--- src/rtl/pls_pkg.sv ---
package pls_pkg;

  typedef enum logic [1:0] {
    ST_IDLE = 2'd0,
    ST_LOAD = 2'd1,
    ST_PROG = 2'd2
  } seq_state_e;

endpackage

--- src/rtl/pls_window.sv ---
module pls_window #(
  parameter int WIN_CYC = 16
) (
  input  logic clk,
  input  logic rst_n,
  input  logic restart,
  output logic expired
);

  localparam int CW = $clog2(WIN_CYC + 1);
  localparam logic [CW-1:0] RELOAD = CW'(WIN_CYC - 1);

  logic [CW-1:0] cnt_q, cnt_d;

  always_comb begin
    cnt_d = cnt_q;
    if (restart)
      cnt_d = RELOAD;
    else if (cnt_q != '0)
      cnt_d = cnt_q - 1'b1;
  end

  always_ff @(posedge clk or negedge rst_n) begin
    if (!rst_n)
      cnt_q <= '0;
    else
      cnt_q <= cnt_d;
  end

  assign expired = (cnt_q == '0);

endmodule

--- src/rtl/pls_page_buf.sv ---
module pls_page_buf #(
  parameter int OFS_W  = 7,
  parameter int DATA_W = 8
) (
  input  logic              clk,
  input  logic              rst_n,
  input  logic              wr_en,
  input  logic [OFS_W-1:0]  wr_ofs,
  input  logic [DATA_W-1:0] wr_data,
  input  logic              clr,
  input  logic [OFS_W-1:0]  rd_ofs,
  output logic [DATA_W-1:0] rd_data,
  output logic              rd_vld,
  output logic              any_vld
);

  localparam int NBYTES = 1 << OFS_W;

  logic [DATA_W-1:0] mem_q [NBYTES];
  logic [NBYTES-1:0] mask_q, mask_d;

  generate
    for (genvar i = 0; i < NBYTES; i++) begin : g_byte
      logic hit;
      assign hit = wr_en && (wr_ofs == OFS_W'(i));

      always_ff @(posedge clk) begin
        if (hit)
          mem_q[i] <= wr_data;
      end

      always_comb begin
        if (clr)
          mask_d[i] = 1'b0;
        else
          mask_d[i] = mask_q[i] | hit;
      end
    end
  endgenerate

  always_ff @(posedge clk or negedge rst_n) begin
    if (!rst_n)
      mask_q <= '0;
    else
      mask_q <= mask_d;
  end

  assign rd_data = mem_q[rd_ofs];
  assign rd_vld  = mask_q[rd_ofs];
  assign any_vld = |mask_q;

endmodule

--- src/rtl/pls_prog_engine.sv ---
module pls_prog_engine #(
  parameter int PROG_CYC = 160,
  parameter int OFS_W    = 7
) (
  input  logic             clk,
  input  logic             rst_n,
  input  logic             start,
  output logic             running,
  output logic             scan_vld,
  output logic [OFS_W-1:0] scan_ofs,
  output logic             done
);

  localparam int CNT_W = $clog2(PROG_CYC + 1);
  localparam logic [CNT_W-1:0] LAST     = CNT_W'(PROG_CYC - 1);
  localparam logic [CNT_W-1:0] SCAN_END = CNT_W'(1 << OFS_W);

  logic             run_q, run_d;
  logic [CNT_W-1:0] cnt_q, cnt_d;

  always_comb begin
    run_d = run_q;
    cnt_d = cnt_q;
    if (start) begin
      run_d = 1'b1;
      cnt_d = '0;
    end else if (run_q) begin
      if (cnt_q == LAST) begin
        run_d = 1'b0;
        cnt_d = '0;
      end else begin
        cnt_d = cnt_q + 1'b1;
      end
    end
  end

  always_ff @(posedge clk or negedge rst_n) begin
    if (!rst_n) begin
      run_q <= 1'b0;
      cnt_q <= '0;
    end else begin
      run_q <= run_d;
      cnt_q <= cnt_d;
    end
  end

  assign running  = run_q;
  assign done     = run_q && (cnt_q == LAST);
  assign scan_vld = run_q && (cnt_q < SCAN_END);
  assign scan_ofs = cnt_q[OFS_W-1:0];


  run_from_start_chk: assert property (@(posedge clk) disable iff (!rst_n)
    $rose(run_q) |-> $past(start));


  stop_after_done_chk: assert property (@(posedge clk) disable iff (!rst_n)
    (done && !start) |=> !run_q);

endmodule

--- src/rtl/page_load_seq.sv ---
module page_load_seq #(
  parameter int ADDR_W   = 15,
  parameter int DATA_W   = 8,
  parameter int OFS_W    = 7,
  parameter int WIN_CYC  = 16,
  parameter int PROG_CYC = 160,
  parameter int ERR_W    = 4
) (
  input  logic              clk,
  input  logic              rst_n,
  input  logic              chip_sel,
  input  logic              wr_stb,
  input  logic              out_en,
  input  logic [ADDR_W-1:0] addr,
  input  logic [DATA_W-1:0] wdata,
  output logic              busy,
  output logic              page_err,
  output logic [ERR_W-1:0]  err_cnt,
  output logic              commit_en,
  output logic [ADDR_W-1:0] commit_addr,
  output logic [DATA_W-1:0] commit_data
);

  import pls_pkg::*;

  localparam int PAGE_W = ADDR_W - OFS_W;
  localparam logic [ERR_W-1:0] ERR_MAX = '1;

  seq_state_e        state_q, state_d;
  logic [PAGE_W-1:0] page_q, page_d;
  logic [ERR_W-1:0]  err_q, err_d;
  logic              perr_q;

  logic load_q, page_hit, accept, mis;
  logic buf_wr, buf_clr, win_restart, win_exp;
  logic prog_start, prog_run, prog_done, scan_vld;
  logic [OFS_W-1:0]  scan_ofs;
  logic [DATA_W-1:0] rd_data;
  logic rd_vld, buf_any;

  assign load_q   = chip_sel && wr_stb && !out_en;
  assign page_hit = (addr[ADDR_W-1:OFS_W] == page_q);
  assign accept   = load_q && page_hit;

  always_comb begin
    state_d     = state_q;
    page_d      = page_q;
    buf_wr      = 1'b0;
    buf_clr     = 1'b0;
    win_restart = 1'b0;
    prog_start  = 1'b0;
    mis         = 1'b0;
    case (state_q)
      ST_IDLE: begin
        if (load_q) begin
          buf_wr      = 1'b1;
          win_restart = 1'b1;
          page_d      = addr[ADDR_W-1:OFS_W];
          state_d     = ST_LOAD;
        end
      end
      ST_LOAD: begin
        if (accept) begin
          buf_wr      = 1'b1;
          win_restart = 1'b1;
        end else begin
          mis = load_q;
          if (win_exp) begin
            prog_start = 1'b1;
            state_d    = ST_PROG;
          end
        end
      end
      ST_PROG: begin
        if (prog_done) begin
          buf_clr = 1'b1;
          state_d = ST_IDLE;
        end
      end
      default: state_d = ST_IDLE;
    endcase
  end

  always_comb begin
    err_d = err_q;
    if (mis && (err_q != ERR_MAX))
      err_d = err_q + 1'b1;
  end

  always_ff @(posedge clk or negedge rst_n) begin
    if (!rst_n) begin
      state_q <= ST_IDLE;
      page_q  <= '0;
      err_q   <= '0;
      perr_q  <= 1'b0;
    end else begin
      state_q <= state_d;
      page_q  <= page_d;
      err_q   <= err_d;
      perr_q  <= mis;
    end
  end

  pls_window #(.WIN_CYC(WIN_CYC)) u_win (
    .clk     (clk),
    .rst_n   (rst_n),
    .restart (win_restart),
    .expired (win_exp)
  );

  pls_page_buf #(.OFS_W(OFS_W), .DATA_W(DATA_W)) u_buf (
    .clk     (clk),
    .rst_n   (rst_n),
    .wr_en   (buf_wr),
    .wr_ofs  (addr[OFS_W-1:0]),
    .wr_data (wdata),
    .clr     (buf_clr),
    .rd_ofs  (scan_ofs),
    .rd_data (rd_data),
    .rd_vld  (rd_vld),
    .any_vld (buf_any)
  );

  pls_prog_engine #(.PROG_CYC(PROG_CYC), .OFS_W(OFS_W)) u_prog (
    .clk      (clk),
    .rst_n    (rst_n),
    .start    (prog_start),
    .running  (prog_run),
    .scan_vld (scan_vld),
    .scan_ofs (scan_ofs),
    .done     (prog_done)
  );

  assign busy        = prog_run;
  assign page_err    = perr_q;
  assign err_cnt     = err_q;
  assign commit_en   = scan_vld && rd_vld;
  assign commit_addr = {page_q, scan_ofs};
  assign commit_data = rd_data;


  no_load_busy_chk: assert property (@(posedge clk) disable iff (!rst_n)
    buf_wr |-> !prog_run);


  expire_starts_chk: assert property (@(posedge clk) disable iff (!rst_n)
    (state_q == ST_LOAD && !accept && win_exp) |=> prog_run);


  commit_in_busy_chk: assert property (@(posedge clk) disable iff (!rst_n)
    commit_en |-> busy);


  buf_empty_after_chk: assert property (@(posedge clk) disable iff (!rst_n)
    prog_done |=> !buf_any);


  err_pulse_chk: assert property (@(posedge clk) disable iff (!rst_n)
    page_err |-> ($past(err_q) == ERR_MAX || err_q == $past(err_q) + 1'b1));

endmodule

--- config.mk ---
export PLATFORM = sky130hd
export DESIGN_NAME = page_load_seq
export DESIGN_NICKNAME = d
export VERILOG_FILES = /design/src/rtl/pls_pkg.sv /design/src/rtl/pls_window.sv /design/src/rtl/pls_page_buf.sv /design/src/rtl/pls_prog_engine.sv /design/src/rtl/page_load_seq.sv
export SDC_FILE = /design/constraint.sdc
export NUM_CORES = 1
export LEC_CHECK = 0
export BUFFER_PORTS_ARGS = -buffer_cell sky130_fd_sc_hd__buf_2
export CORE_MARGIN = 3
export CORE_UTILIZATION = 45
export CTS_BUF_LIST = sky130_fd_sc_hd__clkbuf_16
export CTS_CLUSTER_SIZE = 25
export DETAILED_ROUTE_END_ITERATION = 10
export HOLD_SLACK_MARGIN = 0.05
export PLACE_DENSITY = 0.69
export REMOVE_ABC_BUFFERS = 1
export SLEW_MARGIN = 30
export SYNTH_ARGS = -nofsm -noshare
export SYNTH_HDL_FRONTEND = slang
export SYNTH_HIERARCHICAL = 1
export SYNTH_SLANG_ARGS = --single-unit
--- constraint.sdc ---
create_clock -name clk -period 5 [get_ports clk]
set_clock_uncertainty 0.2 [all_clocks]
set_input_delay 0.75 -clock clk [delete_from_list [all_inputs] [get_ports clk]]
set_output_delay 0.75 -clock clk [all_outputs]
set_load 0.02 [all_outputs]
==> results.cfg <==
[floorplanning]
die_h_um = 328.4
start_util_pct = 45.64
fp.dieW_um = 328.4
die_area_mm2 = 0.1078
row_count = 117
core-area_mm2 = 0.1025
io_pins = 58

[sta]
fin_crit_sh_pct = 97.30
hold_slack_ns = 0.1358
tightestPinTransition_ns = 1.021
slew_headroom_pct = 31.82
setup_viol = 0
hold_viol = 0
max_clock_freq_mhz = 205.5
finalCriticalPeriod_ns = 4.865
rsz0062_at_grt = no
maxSlewViolCount = 0

[cts]
htree_levels = 3
clock_latency_ns = 0.67
numClockSinks = 1181
cts_tree = built
path_clk_slew_ns = 0.06
cts.path.max_buffers = 3
cts_buffers = 110
clock-root-buffer = clkbuf_16

[grt]
antenna_found_initial = 8
busiest_layer = met2
grt_use_total_pct = 20.61
grt_pass1_vias = 23790
grt_pass1_wl_um = 163500
grt_max_degree = 94
use_met1_pct = 29.21
grt_use_met3_pct = 5.267
grt.overflow.total = 0
met2_usage_pct = 32.07

[placed_design]
finalWeightedCongestion = 0.8414
dp_cells = 3704
dp_hpwl_um = 68980
place.port_buffers = 57

[layout]
area_growth_syn_to_layout_pct = 13.91
layout.cells.non_filler = 3916
layout_common_cells = 1024 x edfxtp_1, 378 x mux4_2, 304 x nor2_1
nets = 2484
final_common_cell = edfxtp_1
layout-drive-gt1-share_pct = 30.81

[worst_setup_path]
cp_max_fo = 17
slowest_stage = mux4_2
start_kind = flop
slowest_delay_ns = 0.61
crit_buf_inv = 3
critPathKind = flop to output port
crit_family = multiplexers
cp_data_arrival_time_ns = 3.92
crit_top_cell = mux4_2
worstSetupEndpointType = output port
cp.required_ns = 4.05
path_cells = buf_12, buf_4, mux4_2, mux4_2, mux4_2, mux2_2, buf_2

[routing]
viasPerCell = 6.017
drt_pass1_iterations = 8
drc_errors = 0
wirelength_um = 110500
num_vias = 23560
detail-route-antenna-nets = 0
drt-initial-drc-count = 2721
drt-wirelength-per-cell_um = 28.22

[synth]
syn_area_mm2 = 0.04677
postSynthCellCount = 2276
yosysWarnings = 6
syn_avg_cell_area_um2 = 20.55

[power]
p_per_area_mw_per_mm2 = 506.3
peakVddDrop_uv = 413.0
power_leakage_nw = 18.11

[flow_run]
maxCapViolations = 0

[min_path]
hp-class = input pin to flop

[run_status]
status = finished, final reports clean
## area by class of cell
| type | instances | area (µm²) |
|---|---|---|
| fillers | 7871 | 49200 |
| flip-flops and latches | 1181 | 34700 |
| multi-input cells | 948 | 11440 |
| clock buffers | 119 | 2978 |
| repair buffers | 206 | 1738 |
| well taps | 1368 | 1712 |
| clock inverters | 85 | 678.2 |
| inverters | 6 | 22.52 |
| diodes | 3 | 7.507 |
## where the power goes
part / switching, mW / total (mW) / internal (mW)
registers: 0.299 / 11.1 / 10.8
logic: 3.83 / 7.50 / 3.66
clock network: 3.55 / 8.35 / 4.80
## metrics by stage
step | worst slack, ns | cell area, µm² | TNS [ns] | total power [mW] | utilization, %
floorplan | -11.51 | 46130 | -1634.43 | 15.99 | -
global placement | 0.7002 | 49490 | 0 | 18.72 | 48.29
detailed placement | 0.6615 | 49490 | 0 | 18.80 | 48.29
CTS | 0.09461 | 53190 | 0 | 27.16 | 51.91
global route | 0.06506 | 53260 | 0 | 27.91 | 51.98
finish | 0.1350 | 53270 | 0 | 26.97 | 51.99
## state kept, by name (all words and copies together), names as in the netlist
name / cells
u_buf/mask_q: 128
err_cnt: 4
page_q: 8
u_win/cnt_q: 5
state_q: 2
u_buf/mem_q: 1024
u_prog/running: 1
page_err: 1
u_prog/cnt_q: 8
## layer usage
metal / routed length [µm] / vias up
met3: 11580 / 175
li1: - / 9621
met4: 2621 / 12
met1: 43390 / 12530
met5: 84 / -
met2: 52820 / 1223
## path summary, 6_finish.rpt
path	from	endpoint	slack, ns	depth (start not counted)
worst min register to register	u_buf/mask_q[75]$_DFF_PN0_	u_buf/mask_q[75]$_DFF_PN0_	0.29	2
min in group asynchronous	rst_n	err_cnt[3]$_DFFE_PN0P_	0.31	2
worst min-delay path	addr[13]	page_q[6]$_DFFE_PN0N_	0.14	2
worst max register to register	page_q[4]$_DFFE_PN0N_	u_buf/mem_q[41][0]$_DFFE_PP_	1.17	9
max in group asynchronous	rst_n	u_buf/mask_q[94]$_DFF_PN0_	3.22	4
worst max-delay path	u_prog/cnt_q[0]$_DFFE_PN0P_	commit_data[0]	0.13	7
## timing repair
action	CTS	global route
cloned	0	1
pin swaps	0	0
endpoints found under the setup margin	3	1
resized for setup	1	0
buffers inserted	2	0
hold endpoints to repair	89	0
hold buffers	1	0
Note: power is estimated with default switching activity, not from simulation.
